`src/rtl/rowmap_pkg.sv`:
```
package rowmap_pkg;
    localparam int DEF_POS_W  = 13;
    localparam int DEF_SHIFT  = 4;
    localparam int DEF_FACTOR = 3;
    localparam int DEF_ROW_W  = 8;
endpackage

```
`src/rtl/rowmap_addr_slice.sv`:
```
module rowmap_addr_slice #(
    parameter int POS_W  = rowmap_pkg::DEF_POS_W,
    parameter int SHIFT  = rowmap_pkg::DEF_SHIFT,
    localparam int ADDR_W = POS_W - SHIFT
) (
    input  logic [POS_W-1:0]  pos,
    output logic [ADDR_W-1:0] addr
);
    // Exact divide by 2**SHIFT: the low bits are simply dropped.
    always_comb begin
        addr = pos[POS_W-1:SHIFT];
    end
endmodule

```
`src/rtl/rowmap_rom.sv`:
```
module rowmap_rom #(
    parameter int ADDR_W = rowmap_pkg::DEF_POS_W - rowmap_pkg::DEF_SHIFT,
    parameter int FACTOR = rowmap_pkg::DEF_FACTOR,
    parameter int ROW_W  = rowmap_pkg::DEF_ROW_W,
    localparam int DEPTH = 1 << ADDR_W
) (
    input  logic              clk,
    input  logic              rst,
    input  logic              rd_en,
    input  logic [ADDR_W-1:0] rd_addr,
    output logic [ROW_W-1:0]  rd_data
);
    logic [ROW_W-1:0] table_w [DEPTH];
    logic [ROW_W-1:0] data_d, data_q;

    // Table contents are fixed at elaboration: entry n holds floor(n/FACTOR).
    for (genvar n = 0; n < DEPTH; n++) begin : g_entry
        assign table_w[n] = ROW_W'(n / FACTOR);
    end

    always_comb begin
        data_d = data_q;
        if (rd_en) begin
            data_d = table_w[rd_addr];
        end
    end

    always_ff @(posedge clk) begin
        if (rst) begin
            data_q <= '0;
        end else begin
            data_q <= data_d;
        end
    end

    assign rd_data = data_q;
endmodule

```
`src/rtl/row_div48_mapper.sv`:
```
module row_div48_mapper #(
    parameter int POS_W  = rowmap_pkg::DEF_POS_W,
    parameter int SHIFT  = rowmap_pkg::DEF_SHIFT,
    parameter int FACTOR = rowmap_pkg::DEF_FACTOR,
    parameter int ROW_W  = rowmap_pkg::DEF_ROW_W
) (
    input  logic             clk,
    input  logic             rst,
    input  logic             in_valid,
    input  logic [POS_W-1:0] in_pos,
    output logic             out_valid,
    output logic [ROW_W-1:0] out_row
);
    localparam int ADDR_W = POS_W - SHIFT;

    typedef struct packed {
        logic vld;
    } ctl_t;

    ctl_t ctl_d, ctl_q;
    logic [ADDR_W-1:0] addr_w;

    rowmap_addr_slice #(.POS_W(POS_W), .SHIFT(SHIFT)) u_slice (
        .pos  (in_pos),
        .addr (addr_w)
    );

    rowmap_rom #(.ADDR_W(ADDR_W), .FACTOR(FACTOR), .ROW_W(ROW_W)) u_rom (
        .clk     (clk),
        .rst     (rst),
        .rd_en   (in_valid),
        .rd_addr (addr_w),
        .rd_data (out_row)
    );

    always_comb begin
        ctl_d     = ctl_q;
        ctl_d.vld = in_valid;
    end

    always_ff @(posedge clk) begin
        if (rst) begin
            ctl_q <= '0;
        end else begin
            ctl_q <= ctl_d;
        end
    end

    assign out_valid = ctl_q.vld;
endmodule

```
`config.mk`:
```
export PLATFORM = sky130hd
export DESIGN_NAME = row_div48_mapper
export DESIGN_NICKNAME = d
export VERILOG_FILES = /design/src/rtl/rowmap_pkg.sv /design/src/rtl/rowmap_addr_slice.sv /design/src/rtl/rowmap_rom.sv /design/src/rtl/row_div48_mapper.sv
export SDC_FILE = /design/constraint.sdc
export NUM_CORES = 1
export LEC_CHECK = 0
export BUFFER_PORTS_ARGS = -buffer_cell sky130_fd_sc_hd__clkbuf_2
export CAP_MARGIN = 20
export CORE_MARGIN = 1.5
export CORE_UTILIZATION = 45
export CTS_BUF_LIST = sky130_fd_sc_hd__clkbuf_16
export DETAILED_ROUTE_END_ITERATION = 16
export MAX_ROUTING_LAYER = met4
export PLACE_DENSITY = 0.66
export SLEW_MARGIN = 20
export SYNTH_ARGS = -nofsm -noshare
export SYNTH_HDL_FRONTEND = slang
export SYNTH_SLANG_ARGS = --single-unit
```
`constraint.sdc`:
```
create_clock -name clk -period 3.2 [get_ports clk]
set_input_delay 0 -clock clk [delete_from_list [all_inputs] [get_ports clk]]
set_output_delay 0 -clock clk [all_outputs]
set_load 0.1 [all_outputs]
```
**Word level (Yosys, flattened, before mapping)**

Memory sizes are Yosys's and may differ from the RTL's. A register that Yosys moved wholly into a read port is not among the register bits.
Index checks and enable logic that the tools add are counted.

- Flip-flop bits (word level): 1
- Memory bits (read-only): 4096
- Output and inout bits: 9
- Memories kept: 1
- Input port bits: 16
- Logic and storage cells: 3

Memory list:

| memory | depth | width | read ports | clocked after Yosys merged registers in | write ports | RTL line | RTL |
|---|---|---|---|---|---|---|---|
| (name not given) | 512 | 8 | 1 | 1 | 0 | rowmap_rom.sv:24 | `data_d = table_w[rd_addr];` |

- Bitwise logic cells: 1

Operator list:

| cell | number |
|---|---|
| 9-bit inverter with 10-bit output | 1 |

**Longest topological paths before layout**

- Depth in word-level cells: 1
- Mapped depth: 9
- Gate-level depth less buffers: 7

**Cells and area by module**

From an unflattened synthesis, not the netlist that was laid out.

- Cell total of the unflattened synthesis: 240
- Area, all modules: 1602.8 µm²

By module, submodules not included:

| module | area each (µm²) | cells each | times used | sequential area each (µm²) |
|---|---|---|---|---|
| rowmap_rom | 1501.4 | 229 | 1 | 160.2 |
| rowmap_addr_slice | 67.6 | 9 | 1 | 0.0 |
| row_div48_mapper | 33.8 | 2 | 1 | 20.0 |

**Worst setup path after synthesis**

Ideal clock, no wire load.

- Path type: register to register
- Start: reg u_rom.rd_data[6] (netlist name)
- End: reg u_rom.data_q[6], in the netlist u_rom.rd_data[6]
- Library setup time: 91 ps
- Cell stages (with the launch flop): 3
- Slack: 1876 ps
- Period minus slack after synthesis: 1324 ps
- Arrival time: 1233 ps
- Buffers on the path: 0
- Required time: 3109 ps
- Cell sequence: dfxtp_1 > nor2_1 > a311oi_1

RTL lines:

| element | RTL line | RTL |
|---|---|---|
| end: declaration | rowmap_rom.sv:14 | `logic [ROW_W-1:0] data_d, data_q;` |

**Final worst setup path**

- Start: in in_pos[9]
- End: reg u_rom.data_q[1], in the netlist u_rom.rd_data[1]

- Cells in the longest elaborated chain, start to end: 1

RTL lines:

| element | RTL line | RTL |
|---|---|---|
| start: declaration | row_div48_mapper.sv:10 | `input logic [POS_W-1:0] in_pos,` |
| 9-bit inverter with 10-bit output (not written as such) | rowmap_rom.sv:24 |  |

Every way passes these cells.
A chain may end at the register's enable or synchronous reset.

==> impl_metrics.env <==
export IMPL_fin_nets=249
export IMPL_setup_tns_ns=0
export IMPL_rsz0062_at_grt="false"
export IMPL_fp_dieH_um=61.8
export IMPL_synth_area_um2=1560
export IMPL_crit_path_end_kind="flop"
export IMPL_synth_top_family_by_area="compound AO/OA/AOI/OAI gates"
export IMPL_clockBufferDepth=2
export IMPL_h_tree_depth=1
export IMPL_synth_fp_nets=247
export IMPL_syn2layout_area_growth_pct=6.60
export IMPL_final_hold_viol_count=0
export IMPL_powerDensity_nw_per_um2=365
export IMPL_grt_pass1_vias=1464
export IMPL_clock_sinks=9
export IMPL_synth_common_cells="nor2_1 (21), o21ai_0 (19), a21oi_1 (18), nand2_1 (17), nor3_1 (16)"
export IMPL_ys_flop_type="dfxtp_1"
export IMPL_synth_area_leader_cell="dfxtp_1"
export IMPL_synthMuxAreaShare_pct=0
export IMPL_synth_xor_area_share_pct=0.563
export IMPL_ant_nets=0
export IMPL_drive_gt1_share_pct=17.2
export IMPL_critical_path_arrival_ns=1.89
export IMPL_setup_violations=0
export IMPL_timing_final_crit_share_pct=55.7
export IMPL_synth_most_common_cell="nor2_1"
export IMPL_power_mw=0.605
export IMPL_crit_slowest_cell="clkbuf_2"
export IMPL_slew_headroom_pct=45.4
export IMPL_crit_buf_inv=1
export IMPL_die_area_um2=3820
export IMPL_fp_row_count=21
export IMPL_avgSynthCellArea_um2=6.73
export IMPL_worstPathRequired_ns=3.31
export IMPL_critPathMaxFanout=40
export IMPL_drc=0
export IMPL_fmax_mhz=561
export IMPL_status="finished clean"
export IMPL_synth_edff_count=0
export IMPL_maxCapViolations=0
export IMPL_synth_area_leaders="dfxtp_1 (12%), o21ai_0 (6.1%), a21oi_1 (5.8%)"
export IMPL_synthArstFlopShare_pct=0
export IMPL_netlist_instances=231
export IMPL_clk_latency_ns=0.23
export IMPL_crit_path_cell_trace="clkbuf_2, nor2b_1, o21ai_0, o21ai_1, a221oi_1, o221ai_1, o2111ai_1, a21oi_1"
export IMPL_cts_setup_buffers=0
export IMPL_crit_family="compound AO/OA/AOI/OAI gates"
export IMPL_cts_made_buffers=3
export IMPL_fp_coreArea_um2=3340
export IMPL_slew_violations=0
export IMPL_wire_per_inst_um=15.2
export IMPL_grtUsageTotal_pct=23.8
export IMPL_cellLeakagePower_nw=0.607
export IMPL_initial_core_util_pct=46.6
export IMPL_finalClockSkew_ns=0
export IMPL_place_area_um2=1580
export IMPL_path_clk_slew_ns=0.04
export IMPL_cts_hold_buf=0
export IMPL_grt_max_degree=41
export IMPL_synth_top_area_share_pct=11.6
export IMPL_timing_worst_setup_path_type="in2reg"
export IMPL_via_per_inst=6.36
export IMPL_die_width_um=61.8
export IMPL_clock_root_buffer="clkbuf_16"
export IMPL_ys_types=59
export IMPL_grt_pass1_wl_um=6810
export IMPL_ys_seq_elements=9
export IMPL_synth_fa_ha_area_share_pct=0
export IMPL_io_pins=25
export IMPL_yosys_warnings=0
export IMPL_antenna_diode_count=0
export IMPL_cts_resized_gates=0
export IMPL_drt_iter0_markers=116
export IMPL_antenna_found_initial=0
export IMPL_cts_tree="yes"
export IMPL_synth_simple_gate_area_share_pct=34.3
export IMPL_min_path_type="in2reg"
export IMPL_port_buffers=20
export IMPL_yosysSeqAreaShare_pct=11.6
export IMPL_ir_worst_vdd_mv=0.152
export IMPL_synth_compound_area_share_pct=44.0
export IMPL_vias=1767
export IMPL_stdcell_area_um2=1660
export IMPL_start_kind="input pin"
export IMPL_min_period_ns=1.78
export IMPL_gp_congestion=0.871
export IMPL_overflow=0
export IMPL_first_pass_iters=4
export IMPL_wl_um=4240
export IMPL_slowest_delay_ns=0.61
export IMPL_hpwlAfterDp_um=2810
export IMPL_tightest_slew_ns=0.819
==> area by class of cell <==
cell class	instances	area (um^2)
Fill cell	375	1680
Multi-Input combinational cell	195	1230
Sequential cell	9	180
Timing Repair Buffer	20	100
Clock buffer	3	75.1
Tap cell	46	57.6
Inverter	4	15.0
Clock inverter	1	3.75
==> cell usage in the layout, fill, tap and decap left out, drive strengths merged, types with 2 or more instances in the layout <==
cell / n
o311ai: 2
nand2: 18
nand4: 3
o211ai: 4
nor3: 16
clkbuf: 23
nor2b: 11
o22ai: 9
o221ai: 3
nand3: 6
a22oi: 9
nand2b: 11
a21oi: 19
a221oi: 6
and2b: 2
inv: 5
nor3b: 2
a211oi: 3
o2111ai: 2
a21o: 2
o41ai: 2
o21ai: 23
nor2: 23
dfxtp: 9
==> logic make-up (layout without fill, tap and decap cells) <==
kind of cell,after synthesis,count (layout)
buf+inv,27,28
compound gates,96,96
simple gates,98,98
xor+xnor,1,1
flops,9,9
==> worst register-to-register path, cell delays in order (launching register included) <==
cell and delay (ns):
dfxtp_1 0.30, nor2b_1 0.12, o21ba_1 0.17
==> metrics by stage <==
stage / hold WS [ns] / std cells / utilization (%) / setup WS, ns
floorplan: 0.170 / 231 / - / 1.88
global placement: 0.297 / 274 / 47.3 / 1.22
detailed placement: 0.304 / 274 / 47.3 / 1.21
CTS: 0.0643 / 278 / 49.7 / 1.45
global route: 0.0838 / 278 / 49.7 / 1.26
finish: 0.0674 / 278 / 49.7 / 1.42
==> flip-flops by register name, summed over array words and instances (netlist names) <==
name / count
u_rom.rd_data: 8
out_valid: 1
==> per-layer routing <==
metal | vias up | GRT usage, % | part of all wire, %
li1 | 879 | - | -
met1 | 826 | 32.4 | 48
met2 | 58 | 37.9 | 46
met3 | 4 | 3.52 | 5.5
met4 | 0 | 3.65 | 0.54
met5 | - | - | 0
==> path summary, 6_finish.rpt <==
check	start	endpoint	slack (ns)	depth (start not counted)
worst max-delay path	in_pos[9]	u_rom.rd_data[1]$_SDFFE_PP0P_	1.42	8
worst min-delay path	rst	u_rom.rd_data[1]$_SDFFE_PP0P_	0.07	2
worst max register to register	u_rom.rd_data[2]$_SDFFE_PP0P_	u_rom.rd_data[2]$_SDFFE_PP0P_	2.51	2
worst min register to register	u_rom.rd_data[1]$_SDFFE_PP0P_	u_rom.rd_data[1]$_SDFFE_PP0P_	0.47	2
==> power breakdown <==
| group | leakage [nW] | switching, mW | total (mW) | internal (mW) |
|---|---|---|---|---|
| logic | 0.491 | 0.188 | 0.265 | 0.0773 |
| clock network | 0.0423 | 0.0523 | 0.215 | 0.163 |
| registers | 0.0746 | 0.00360 | 0.125 | 0.121 |
| total | 0.607 | 0.243 | 0.605 | 0.362 |
Power figures use the tool's default switching activity.
